`src/rtl/clock_repl_pkg.sv`:
```
package clock_repl_pkg;

    typedef enum logic {
        ST_IDLE = 1'b0,
        ST_SCAN = 1'b1
    } scan_state_e;

endpackage

```
`src/rtl/clock_idx_wrap.sv`:
```
// Ring successor: next frame index, wrapping at the last frame.
module clock_idx_wrap #(
    parameter int unsigned NFRAMES = 4,
    parameter int unsigned IDX_W   = 2
) (
    input  logic [IDX_W-1:0] idx_i,
    output logic [IDX_W-1:0] nxt_o
);
    localparam logic [IDX_W-1:0] LAST = IDX_W'(NFRAMES - 1);

    always_comb begin
        if (idx_i == LAST) begin
            nxt_o = '0;
        end else begin
            nxt_o = idx_i + 1'b1;
        end
    end
endmodule

```
`src/rtl/clock_hit_decode.sv`:
```
// Turns a hit pulse into a per-frame set mask; frames not yet filled are masked off.
module clock_hit_decode #(
    parameter int unsigned NFRAMES = 4,
    parameter int unsigned IDX_W   = 2,
    parameter int unsigned CNT_W   = 3
) (
    input  logic               valid_i,
    input  logic [IDX_W-1:0]   frame_i,
    input  logic [CNT_W-1:0]   filled_i,
    output logic [NFRAMES-1:0] set_o
);
    for (genvar g = 0; g < NFRAMES; g++) begin : g_frame
        assign set_o[g] = valid_i
                        && (frame_i == IDX_W'(g))
                        && (CNT_W'(g) < filled_i);
    end
endmodule

```
`src/rtl/clock_repl_engine.sv`:
```
module clock_repl_engine
    import clock_repl_pkg::*;
#(
    parameter int unsigned NFRAMES = 4,
    parameter int unsigned IDX_W   = (NFRAMES > 1) ? $clog2(NFRAMES) : 1
) (
    input  logic               clk_i,
    input  logic               rst_ni,
    input  logic               hit_valid_i,
    input  logic [IDX_W-1:0]   hit_frame_i,
    input  logic               repl_req_i,
    output logic               busy_o,
    output logic               done_o,
    output logic [IDX_W-1:0]   victim_o,
    output logic [IDX_W-1:0]   hand_o,
    output logic [NFRAMES-1:0] ref_bits_o
);
    localparam int unsigned       CNT_W  = $clog2(NFRAMES + 1);
    localparam logic [CNT_W-1:0]  ALL_IN = CNT_W'(NFRAMES);

    typedef struct packed {
        scan_state_e        st;
        logic [NFRAMES-1:0] refb;
        logic [IDX_W-1:0]   hand;
        logic [CNT_W-1:0]   filled;
        logic               done;
        logic [IDX_W-1:0]   victim;
    } eng_state_t;

    eng_state_t state_d, state_q;

    logic [NFRAMES-1:0] set_mask;
    logic [IDX_W-1:0]   hand_succ;
    logic [IDX_W-1:0]   fill_idx;
    logic [IDX_W-1:0]   fill_succ;
    logic               ring_full;
    logic               take_empty;
    logic               examine;

    assign fill_idx = state_q.filled[IDX_W-1:0];

    clock_hit_decode #(
        .NFRAMES (NFRAMES),
        .IDX_W   (IDX_W),
        .CNT_W   (CNT_W)
    ) u_hit (
        .valid_i  (hit_valid_i),
        .frame_i  (hit_frame_i),
        .filled_i (state_q.filled),
        .set_o    (set_mask)
    );

    clock_idx_wrap #(.NFRAMES(NFRAMES), .IDX_W(IDX_W)) u_hand_wrap (
        .idx_i (state_q.hand),
        .nxt_o (hand_succ)
    );

    clock_idx_wrap #(.NFRAMES(NFRAMES), .IDX_W(IDX_W)) u_fill_wrap (
        .idx_i (fill_idx),
        .nxt_o (fill_succ)
    );

    always_comb begin
        ring_full  = (state_q.filled == ALL_IN);
        take_empty = (state_q.st == ST_IDLE) && repl_req_i && !ring_full;
        examine    = (state_q.st == ST_SCAN)
                   || ((state_q.st == ST_IDLE) && repl_req_i && ring_full);

        state_d      = state_q;
        state_d.done = 1'b0;
        state_d.refb = state_q.refb | set_mask;

        if (take_empty) begin
            // Fill in index order; a fresh page starts with its bit clear.
            state_d.victim         = fill_idx;
            state_d.done           = 1'b1;
            state_d.filled         = state_q.filled + 1'b1;
            state_d.hand           = fill_succ;
            state_d.refb[fill_idx] = 1'b0;
        end else if (examine) begin
            state_d.hand = hand_succ;
            if (state_q.refb[state_q.hand]) begin
                // Second chance: clear and move on; a same-cycle hit keeps it set.
                state_d.refb[state_q.hand] = set_mask[state_q.hand];
                state_d.st                 = ST_SCAN;
            end else begin
                state_d.refb[state_q.hand] = 1'b0;
                state_d.victim             = state_q.hand;
                state_d.done               = 1'b1;
                state_d.st                 = ST_IDLE;
            end
        end
    end

    always_ff @(posedge clk_i) begin
        if (!rst_ni) begin
            state_q <= '{st: ST_IDLE, refb: '0, hand: '0, filled: '0,
                         done: 1'b0, victim: '0};
        end else begin
            state_q <= state_d;
        end
    end

    assign busy_o     = (state_q.st == ST_SCAN);
    assign done_o     = state_q.done;
    assign victim_o   = state_q.victim;
    assign hand_o     = state_q.hand;
    assign ref_bits_o = state_q.refb;
endmodule

```
`config.mk`:
```
export PLATFORM = sky130hd
export DESIGN_NAME = clock_repl_engine
export DESIGN_NICKNAME = d
export VERILOG_FILES = /design/src/rtl/clock_repl_pkg.sv /design/src/rtl/clock_idx_wrap.sv /design/src/rtl/clock_hit_decode.sv /design/src/rtl/clock_repl_engine.sv
export SDC_FILE = /design/constraint.sdc
export NUM_CORES = 1
export LEC_CHECK = 0
export CORE_ASPECT_RATIO = 0.9
export CORE_MARGIN = 3
export CORE_UTILIZATION = 35
export DETAILED_ROUTE_END_ITERATION = 6
export PLACE_DENSITY = 0.63
export SLEW_MARGIN = 25
export SYNTH_ARGS = -nofsm -noshare
export SYNTH_HDL_FRONTEND = slang
export SYNTH_SLANG_ARGS = --single-unit
```
`constraint.sdc`:
```
create_clock -name clk_i -period 1.64 [get_ports clk_i]
set_input_delay 0.492 -clock clk_i [delete_from_list [all_inputs] [get_ports clk_i]]
set_output_delay 0.492 -clock clk_i [all_outputs]
set_load 0.03 [all_outputs]
```
# == Word level (Yosys, flattened, before mapping) ==
# Index checks and enable logic that the tools add are counted.
# totals
ff_bits,13
latch_bits,0
ramBits,0
romBits,0
in_bits,6
output_inout_bits,10
word_cells,67
memories,0
# op_classes
add_sub_neg,3
mul,0
n_div,0
order_cmp,8
n_eq_ne,7
shift,0
muxes,17
bitwise_logic,7
reduce_logical,19
# op_table
op,count
logical AND 1 bit,13
two-way mux 6 bit,2
two-way mux 3 bit,3
bitwise AND 4 bit,2
"equality test 2 bit, second input constant",4
inverter 4 bit,2
"less-than comparator 1 x 3 -> 1 bit, first input constant",2
"less-than comparator 2 x 3 -> 1 bit, first input constant",2
"less-than comparator 2 x 3 -> 1 bit, second input constant",2
two-way mux 5 bit,1
"adder 2 x 1 -> 2 bit, second input constant",2
binary-select mux 1 bit (select 2 bit),2
bitwise mux 4 bit,1
demux 1 bit (select 2 bit),2
"greater-or-equal comparator 2 x 1 -> 1 bit, second input constant",2
two-way mux 1 bit,4
two-way mux 2 bit,2
OR 4 bit,1
AND reduction 2 bit,2
"adder 3 x 1 -> 3 bit, second input constant",1
"equality test 3 bit, second input constant",1
"equality test 2 x 1 -> 1 bit, second input constant",1
zero test 2 bit,1
"inequality test 2 bit, second input constant",1
other kinds (4),5

# == Longest topological paths before layout ==
# Gate-level depths: netlist (run 1).
# logic_depth
word_depth,9
ltp_mapped,6
mapped_depth_nobuf,6

# == By module ==
# Synthesis (run 1) repeated with hierarchy kept, for this count alone.
# hier_totals
cells_unflattened,101
area_unflattened_um2,888.4
# by_module_without_submodules
module,n_inst,cells_per_inst,area_per_inst_um2,seq_area_each_um2
clock_repl_engine,1,90,798.3,260.2
clock_hit_decode,1,7,57.6,0.0
clock_idx_wrap,2,2,16.3,0.0

# == Least setup slack after synthesis (run 1) ==
# Ideal clock, no wire load.
# synth_path
kind,register to register
startpoint,register state_q (netlist bit fill_idx[0])
endpoint,register state_q (netlist bit victim_o[0])
setup_ns,0.119
arrival_time_ns,1.549
required_ns,1.521
setup_slack_ns,-0.028
path_stages_with_launch,6
n_path_buf,0
period_less_slack_ns,1.668
cell_sequence,dfxtp_1 > inv_1 > ha_1 > a21oi_1 > nand2_1 > o221a_2
# synth_via
elab_chain_cells,5
elab_cells_between_ends,9
classes_between,eq/ne (2); mux (1); reduce/logical (6)
# synth_rtl
element,line,rtl
"start, declared",clock_repl_engine.sv:30,"eng_state_t state_d, state_q;"
"start signal, assigned",clock_repl_engine.sv:97,"state_q <= '{st: ST_IDLE, refb: '0, hand: '0, filled: '0,"
"start signal, assigned",clock_repl_engine.sv:100,state_q <= state_d;
equality test 3 bit,clock_repl_engine.sv:64,ring_full = (state_q.filled == ALL_IN);
zero test 1 bit or logical AND 1 bit (tied branches),"clock_repl_engine.sv:65, clock_repl_engine.sv:67",
logical AND 1 bit or logical OR 1 bit (tied branches),"clock_repl_engine.sv:65, clock_repl_engine.sv:67",
inequality test 2 bit (no source line) or nonzero test 2 bit (tied branches),--,
AND reduction 2 bit (no source line),--,
# Parallel ways exist; a longest one is shown, timed or not.
# A chain may end at the register's enable or synchronous reset.

# == Worst setup path after layout (run 1) ==
# layout_path
startpoint,register state_q (netlist bit ref_bits_o[3])
endpoint,output port ref_bits_o[3]
# layout_rtl
element,line,rtl
"end, declared",clock_repl_engine.sv:16,output logic [NFRAMES-1:0] ref_bits_o
# No word-level cell between the ends.

==> results.toml, run 1 <==
[run_status]
status = "complete, no violations"

[pwr]
swShare = 0.309
pwr-share-comb = 0.268
p_clk_frac = 0.262
seqPwrFrac = 0.470
intPower_mw = 0.513
power.switching_mw = 0.229
leakagePower_nw = 0.532
irDropWorstVdd_mv = 0.402
power.density_nw_per_um2 = 620

[clock_tree]
post-cts-setup-buffers = 0
numCtsBuffers = 3
cts_tree = "yes"
cts_buffer_depth = 2
worst_skew_pair.late_latency_ns = 0.27
hold_buffers = 0
cts_max_level = 1
cts_root_buffer = "clkbuf_4"
cts.sinks = 13
clkTransAtPathRegs_ns = 0.08

[worst_setup_path]
crit_path_start_kind = "flop"
critical_path_buf_inv_count = 1
critical-path-max-stage-delay_ns = 0.41
cp.arrival_ns = 1.06
path_depth = 1
path_cells = "dlygate4sd2_1"
cp_top_family = "buffers and inverters"
cp_data_required_time_ns = 1.15
r2r-start = "hand_o[1]$_SDFFE_PN0P_"
crit_type = "reg2out"
cp-startpoint = "ref_bits_o[3]$_SDFF_PN0_"
slowest_stage = "dlygate4sd2_1"
endpoint_kind = "primary output"
worstRegToRegCells = 4
crit_fanout = 4

[min_path]
hold_depth = 2
min_path_type = "reg2reg"
holdCritStartpoint = "victim_o[1]$_SDFFE_PN0P_"

[logic_synthesis]
ys_async_sr_fraction = 0
syn-instance-count = 103
synth_seq_area_share = 0.282
syn_avg_cell_area_um2 = 8.96
syn_nets = 117
synth_area_um2 = 923
ys_types = 42
yosys-top-cells-area = "dfxtp_1 (28%), ha_1 (11%), buf_4 (6.5%)"
yosysWarnings = 0
yosys.area.top_type_share = 0.282
synth_edf_count = 0
ys_ff_latch = 13
ys.flop_type = "dfxtp_1"
synth.largest_area_cell = "dfxtp_1"

[timing]
worstMarginPinSlew_ns = 0.427
slew_headroom = 0.713
hold_viol = 0
tns_ns = 0
fin_worst_skew_ns = 0.00127
fmax_ghz = 0.645
fin_crit_ns = 1.55
post-route-period-util = 0.945
rsz0062_at_grt = "no"
setup_viol = 0
report.final.slew_viol_count = 0

[die]
coreArea_um2 = 2490
io_pins = 16
die_w_um = 60.1
row_count = 17
initial_core_util = 0.371
fp.dieH_um = 54.7
fp.dieArea_um2 = 3290

[global_routing]
antenna_found_initial = 0
grt_max_degree = 12
grt_pass1_vias = 794
track_usage = 0.149
overflow = 0
grt_pass1_wl_um = 3660

[finish]
seqCellArea_um2 = 263
final_cell_mix = "buf_4 (18), dfxtp_1 (11), nor2_1 (9), ha_1 (8), dlygate4sd2_1 (8)"
layout.nets = 140
n_fill_cell = 247
stdcell_count = 153
syn2layout_area_growth_pct = 29.5
diodes = 0
drive_above_1_share = 0.280
final_common_cell = "buf_4"
multiInputGateArea_um2 = 603

[detailed_routing]
drt_iter0_markers = 25
antenna_left = 0
drc_errors = 0
wire_per_inst_um = 14.6
first_pass_iters = 4
routed-via-count = 835
viasPerCell = 5.46
wirelength_um = 2240

[placement]
io_buffers = 15
gpl.final_weighted_congestion = 0.862
dp_hpwl_um = 1700
dp.cells = 150

[job]
cap_violations = 0
==> power groups by stage <==
stage	clock network [mW]	registers (mW)	logic, mW
detailed placement	0	0.354	0.197
global route	0.229	0.351	0.217
finish	0.194	0.348	0.199
floorplan	0	0.356	0.125
global placement	0	0.354	0.196
CTS	0.200	0.347	0.198
==> metrics by stage <==
stage | total power [mW] | instance area, um2 | hold WS, ns | util | setup slack (ns)
after floorplan | 0.481 | 927 | 0.472 | - | 0.0954
after global placement | 0.550 | 1140 | 0.490 | 0.458 | -0.330
after detailed placement | 0.551 | 1140 | 0.492 | 0.458 | -0.388
after CTS | 0.744 | 1180 | 0.497 | 0.475 | 0.00845
after global routing | 0.798 | 1200 | 0.530 | 0.481 | 0.0167
final | 0.742 | 1200 | 0.497 | 0.481 | 0.0896
==> Yosys cell counts (2+ instances only) <==
cell	count
buf_4	8
nor3b_1	2
nand3_1	6
inv_1	4
nor3_1	4
mux2i_1	2
a21o_1	2
dfxtp_1	13
o2111ai_1	2
o22ai_1	2
a22oi_1	2
ha_1	8
a211oi_1	2
nor2_1	9
xnor2_1	2
o31ai_1	2
nand2_1	4
a21oi_1	5
==> flip-flops by register name (all words and copies together), names as in the netlist <==
name	cells
done_o	1
ref_bits_o	4
state_q	1
busy_o	1
hand_o	2
victim_o	2
fill_idx	2
==> logic make-up after synthesis <==
logic type,share of synthesized area
AND/OR/NAND/NOR,0.196
AO/OA/AOI/OAI,0.226
buffers and inverters,0.112
flip-flops,0.282
adder cells (fa/ha/maj),0.108
XOR/XNOR,0.0285
multiplexers,0.0461
==> metal layers <==
layer  global-route usage  vias up  routed length (um)  share of wire
met5                    0        -                   0              0
li1                     -      417                   -              -
met2                0.245       16                1040           0.47
met4               0.0554        0                  29          0.013
met3               0.0212        4                  86          0.038
met1                0.199      398                1080           0.48
==> repair_timing <==
| action | in CTS | in global routing |
|---|---|---|
| resized for setup | 11 | 7 |
| pin swaps | 5 | 2 |
| setup endpoints to repair | 11 | 8 |
| gates cloned | 0 | 0 |
==> area by class of cell <==
type / instances / share of cell area
multi-input combinational: 73 / 0.504
clock buffer: 4 / 0.0220
inverter: 5 / 0.0157
timing repair buffer: 30 / 0.209
sequential: 13 / 0.220
tap: 28 / 0.0293
==> worst paths after layout <==
check | end | slack (ns)
min | victim_o[1]$_SDFFE_PN0P_ | 0.50
max | ref_bits_o[3] | 0.09
max reg2reg | ref_bits_o[3]$_SDFF_PN0_ | 0.10
min reg2reg | victim_o[1]$_SDFFE_PN0P_ | 0.50
No activity file was read; power rests on OpenSTA's default activity.
==> inputs of run 2 (changes only) <==
--- a/config.mk
+++ b/config.mk
@@ -9,7 +9,7 @@
 export CORE_MARGIN = 3
 export CORE_UTILIZATION = 35
 export DETAILED_ROUTE_END_ITERATION = 6
-export PLACE_DENSITY = 0.63
+export PLACE_DENSITY = 0.71
 export SLEW_MARGIN = 25
 export SYNTH_ARGS = -nofsm -noshare
 export SYNTH_HDL_FRONTEND = slang
==> constraint.sdc (replaced) <==
create_clock -name clk_i -period 1.64 [get_ports clk_i]
set_input_delay 0.41 -clock clk_i [delete_from_list [all_inputs] [get_ports clk_i]]
set_output_delay 0.41 -clock clk_i [all_outputs]
set_load 0.03 [all_outputs]
==> run 2 against run 1 <==
Compared with the run above:
- first-iteration DRC count increased by 52%
- critical path depth is 4 higher
- clock skew hardly changed
- register-to-register slack worse by 0.02 ns
- maximum frequency fell by 2.0%
- die area is the same
- sequential share of layout area unchanged
- via count rose by 1.1%
- total power is 1.6% higher
- core utilization did not move
- critical path type is now in2reg
- critical endpoint is now ref_bits_o[3]$_SDFF_PN0_
- largest power group unchanged
==> results.toml, run 2 (synthesis results as in run 1) <==
[die]
fp.dieArea_um2 = 3290
die_w_um = 60.1
coreArea_um2 = 2490
io_pins = 16
fp.dieH_um = 54.7
initial_core_util = 0.371
row_count = 17

[clock_tree]
cts_tree = "yes"
cts_max_level = 1
worst_skew_pair.late_latency_ns = 0.27
cts_buffer_depth = 2
numCtsBuffers = 3
clkTransAtPathRegs_ns = 0.08
cts_root_buffer = "clkbuf_4"
cts.sinks = 13
post-cts-setup-buffers = 0

[detailed_routing]
drt_iter0_markers = 38
drc_errors = 0
antenna_left = 0
viasPerCell = 5.52
wire_per_inst_um = 14.9
wirelength_um = 2270
routed-via-count = 844
first_pass_iters = 4

[worst_setup_path]
ff2ff_setup_slack_ns = 0.08
slowest_stage = "clkdlybuf4s50_1"
crit_type = "in2reg"
worstRegToRegCells = 4
cp_data_required_time_ns = 1.83
endpoint_kind = "flop"
crit_fanout = 4
crit_path_start_kind = "input port"
path_cells = "clkdlybuf4s50_1, or2b_4, nor4b_4, a211oi_4, a311oi_2"
cp-startpoint = "hit_valid_i"
cp.arrival_ns = 1.77
critical-path-max-stage-delay_ns = 0.48
r2r-end = "ref_bits_o[3]$_SDFF_PN0_"
r2r-start = "hand_o[1]$_SDFFE_PN0P_"

[placement]
gpl.final_weighted_congestion = 0.884
io_buffers = 15
dp.cells = 149
dp_hpwl_um = 1760

[finish]
layout.nets = 140
multiInputGateArea_um2 = 606
diodes = 0
stdcell_count = 153
final_common_cell = "buf_4"
syn2layout_area_growth_pct = 29.5
largest_register_ffs = 4
n_fill_cell = 241
final_cell_mix = "buf_4 (17), dfxtp_1 (11), nor2_1 (9), ha_1 (8), dlygate4sd2_1 (8)"
drive_above_1_share = 0.272
seqCellArea_um2 = 263
fin_util = 0.481

[timing]
setup_viol = 0
fmax_ghz = 0.632
report.final.slew_viol_count = 0
worstMarginPinSlew_ns = 0.435
post-route-period-util = 0.965
slew_headroom = 0.708
hold_viol = 0
hold_slack_ns = 0.505
fin_crit_ns = 1.58
fin_worst_skew_ns = 0.000843
tns_ns = 0
rsz0062_at_grt = "yes"

[pwr]
power_mw = 0.754
power.switching_mw = 0.238
pwr-share-comb = 0.268
swShare = 0.316
seqPwrFrac = 0.463
intPower_mw = 0.515
irDropWorstVdd_mv = 0.438
leakagePower_nw = 0.513
p_clk_frac = 0.269
power.density_nw_per_um2 = 630

[min_path]
holdPathEnd = "victim_o[1]$_SDFFE_PN0P_"
holdCritStartpoint = "victim_o[1]$_SDFFE_PN0P_"
min_path_type = "reg2reg"
hold_depth = 2

[global_routing]
grt_max_degree = 12
overflow = 0
track_usage = 0.152
grt_pass1_vias = 822
grt_pass1_wl_um = 3720
antenna_found_initial = 0

[run_status]
status = "complete, no violations"

[job]
cap_violations = 0
## run 2: cell types whose count changed in the layout (fill, tap and decap cells not counted)
cell and delta:
clkdlybuf4s50_1 +3, nor3b_2 +1, or3b_1 +1, or3b_4 -1, buf_4 -1, dlymetal6s2s_1 -2, nor3b_1 -1
## run 2: what timing repair did
action,in CTS,in global routing
pin swaps,2,4
endpoints found under the setup margin,9,5
resized for setup,11,5
endpoints found under the hold margin,0,0
hold buffers,0,0
## run 2: final cells by class
cell class | count | share of cell area
Inverter | 5 | 0.0157
Timing Repair Buffer | 30 | 0.207
Clock buffer | 4 | 0.0220
Sequential cell | 13 | 0.220
Tap cell | 28 | 0.0293
Multi-Input combinational cell | 73 | 0.506
## run 2: per-layer routing
| layer | GRT usage | part of all wire | vias to the layer above |
|---|---|---|---|
| li1 | - | - | 421 |
| met1 | 0.199 | 0.47 | 395 |
| met2 | 0.245 | 0.47 | 26 |
| met3 | 0.0259 | 0.055 | 2 |
| met4 | 0.0701 | 0.0044 | 0 |
| met5 | 0 | 0 | - |
## run 2: worst max-delay path by stage
stage                                     endpoint  cells after the start
after floorplan           victim_o[0]$_SDFFE_PN0P_                      5
after global placement    ref_bits_o[3]$_SDFF_PN0_                      5
after detailed placement  ref_bits_o[3]$_SDFF_PN0_                      5
after CTS                 ref_bits_o[1]$_SDFF_PN0_                      5
after global routing      ref_bits_o[3]$_SDFF_PN0_                      5
final                     ref_bits_o[3]$_SDFF_PN0_                      5
## run 2: power groups by stage
| stage | logic, mW | registers, mW | clock network [mW] |
|---|---|---|---|
| detailed placement | 0.196 | 0.356 | 0 |
| CTS | 0.198 | 0.349 | 0.210 |
| floorplan | 0.125 | 0.356 | 0 |
| global placement | 0.193 | 0.355 | 0 |
| finish | 0.202 | 0.349 | 0.202 |
| global route | 0.219 | 0.352 | 0.226 |
## run 2: per-stage QoR
| step | worst slack [ns] | instance area, um2 |
|---|---|---|
| global placement | -0.247 | 1130 |
| finish | 0.0571 | 1200 |
| floorplan | 0.0954 | 927 |
| global route | -0.00522 | 1200 |
| detailed placement | -0.334 | 1130 |
| CTS | 0.0310 | 1170 |
## run 2: critical path, delay by kind of cell
family	cells	cell delay, ns
AO/OA/AOI/OAI	2	0.31
buffers and inverters	1	0.48
AND/OR/NAND/NOR	2	0.57
==> inputs of run 3 (changes only) <==
--- a/config.mk
+++ b/config.mk
@@ -5,6 +5,7 @@
 export SDC_FILE = /design/constraint.sdc
 export NUM_CORES = 1
 export LEC_CHECK = 0
+export ABC_AREA = 1
 export CORE_ASPECT_RATIO = 0.9
 export CORE_MARGIN = 3
 export CORE_UTILIZATION = 35
==> run 3 against run 2 <==
Compared with the run above:
- sequential power is 4% lower
- clock power about the same
- largest cell class unchanged
- cell count is 31% higher
- highest routed layer unchanged
- critical path depth up 4
==> results.toml, run 3 <==
[logic_synthesis]
ys_ff_latch = 13
ys_async_sr_fraction = 0
yosysWarnings = 0
syn_nets = 161
ys.flop_type = "dfxtp_1"
synth_area_um2 = 955
ys_types = 21
synth_commonest_cells = "nand2_1 (42), inv_1 (19), nor2_1 (17)"
synth_seq_area_share = 0.273
syn_avg_cell_area_um2 = 6.49
syn-instance-count = 147
synth.most_common_cell = "nand2_1"
yosys.area.top_type_share = 0.273
synth_edf_count = 0
yosys-top-cells-area = "dfxtp_1 (27%), nand2_1 (17%), ha_1 (10%)"
synth.largest_area_cell = "dfxtp_1"

[job]
cap_violations = 0

[worst_setup_path]
crit_type = "reg2reg"
cp.arrival_ns = 1.67
endpoint = "victim_o[0]$_SDFFE_PN0P_"
r2r-end = "victim_o[0]$_SDFFE_PN0P_"
crit_path_start_kind = "flop"
crit_fanout = 11
ff2ff_setup_slack_ns = 0.14
endpoint_kind = "flop"
cp-startpoint = "fill_idx[0]$_SDFFE_PN0P_"
worstRegToRegCells = 9
cp_data_required_time_ns = 1.82
r2r-start = "fill_idx[0]$_SDFFE_PN0P_"

[min_path]
min_path_type = "reg2reg"
holdCritStartpoint = "victim_o[1]$_SDFFE_PN0P_"

[detailed_routing]
wire_per_inst_um = 11.3
drt_iter0_markers = 14
antenna_left = 0
first_pass_iters = 4
wirelength_um = 2270
viasPerCell = 4.82
routed-via-count = 969
drc_errors = 0

[timing]
worstMarginPinSlew_ns = 0.298
fin_crit_ns = 1.50
tns_ns = 0
rsz0062_at_grt = "no"
post-route-period-util = 0.912
fin_worst_skew_ns = 0.00206
fmax_ghz = 0.669
report.final.slew_viol_count = 0
slew_headroom = 0.800
hold_viol = 0
setup_viol = 0

[finish]
stdcell_area_um2 = 1230
final_cell_mix = "nand2_1 (41), inv_1 (19), buf_4 (16), nor2_1 (15), dfxtp_1 (13)"
multiInputGateArea_um2 = 563
drive_above_1_share = 0.202
seqCellArea_um2 = 260
syn2layout_area_growth_pct = 28.7
n_fill_cell = 264
layout.nets = 188
largest_register_ffs = 4
diodes = 0
stdcell_count = 201
final_common_cell = "nand2_1"

[die]
fp.dieArea_um2 = 3390
row_count = 17
io_pins = 16
coreArea_um2 = 2530
fp.dieH_um = 55.5
die_w_um = 61.1
initial_core_util = 0.377

[global_routing]
grt_max_degree = 12
antenna_found_initial = 0
grt_pass1_vias = 915
grt_pass1_wl_um = 3860
overflow = 0
track_usage = 0.147

[clock_tree]
cts_buffer_depth = 2
numCtsBuffers = 3
worst_skew_pair.late_latency_ns = 0.28
clkTransAtPathRegs_ns = 0.08
cts_root_buffer = "clkbuf_4"
cts.sinks = 13
cts_max_level = 1
cts_tree = "yes"

[placement]
gpl.final_weighted_congestion = 0.937
post_dp_cell_area_um2 = 1190
dp_hpwl_um = 1780
io_buffers = 15
dp.cells = 197

[pwr]
irDropWorstVdd_mv = 0.341
leakagePower_nw = 0.647
power.density_nw_per_um2 = 613

[run_status]
status = "complete, no violations"
[run 3: worst min path at each step]
stage	endpoint	slack, ns	cells past startpoint
5_1_grt	victim_o[1]$_SDFFE_PN0P_	0.49	2
6_report	victim_o[1]$_SDFFE_PN0P_	0.47	2
2_1_floorplan	victim_o[1]$_SDFFE_PN0P_	0.44	2
4_1_cts	victim_o[1]$_SDFFE_PN0P_	0.48	2
3_5_place_dp	victim_o[1]$_SDFFE_PN0P_	0.47	2
3_3_place_gp	victim_o[1]$_SDFFE_PN0P_	0.46	2
[run 3: critical path: stages, from the launching register on]
cell	delay (ns)
dfxtp_1	0.34
inv_1	0.06
ha_1	0.22
nand2_1	0.09
nand2_2	0.09
nand2_4	0.14
inv_1	0.08
a31o_1	0.21
a21oi_1	0.11
nor2_1	0.05
[run 3: final cells by class]
| cell class | count | area share |
|---|---|---|
| multi-input combinational | 103 | 0.458 |
| timing repair buffer | 31 | 0.212 |
| clock inverter | 1 | 0.00407 |
| clock buffer | 3 | 0.0183 |
| tap | 28 | 0.0285 |
| inverter | 22 | 0.0672 |
| sequential | 13 | 0.212 |
[run 3: cell families (layout without fill, tap and decap cells)]
family,after synthesis,after routing,synth area share
AOI/OAI and AO/OA,18,18,0.0996
and+or+nand+nor,77,77,0.362
DFF,13,13,0.273
adders and majority gates,8,8,0.105
buffers and inverters,31,57,0.161
[run 3: power breakdown]
part | total [mW] | leakage [nW] | internal [mW] | switching [mW]
clock network | 0.205 | 0.0177 | 0.0907 | 0.114
registers | 0.336 | 0.106 | 0.329 | 0.00654
logic | 0.213 | 0.524 | 0.0858 | 0.127
total | 0.753 | 0.647 | 0.505 | 0.247
[run 3: what timing repair did]
| item | in CTS | in global routing |
|---|---|---|
| endpoints found under the hold margin | 0 | 0 |
| gates resized for setup | 10 | 7 |
| buffers inserted | 0 | 0 |
| setup endpoints to repair | 10 | 6 |
| pin swaps | 0 | 0 |
| hold buffers | 0 | 0 |
[run 3: layer usage]
layer  GRT usage  routed length [um]
met1       0.200                1060
met2       0.218                1100
met3      0.0444                  97
met4      0.0464                  24
met5           0                   0
[run 3: through the flow]
stage,power (mW),setup WS [ns],hold WS [ns],utilization
6_report,0.753,0.145,0.475,0.485
5_1_grt,0.799,0.000423,0.494,0.485
4_1_cts,0.753,0.0829,0.479,0.476
3_5_place_dp,0.554,-0.165,0.469,0.470
3_3_place_gp,0.548,-0.166,0.458,0.470
2_1_floorplan,0.470,0.212,0.441,-
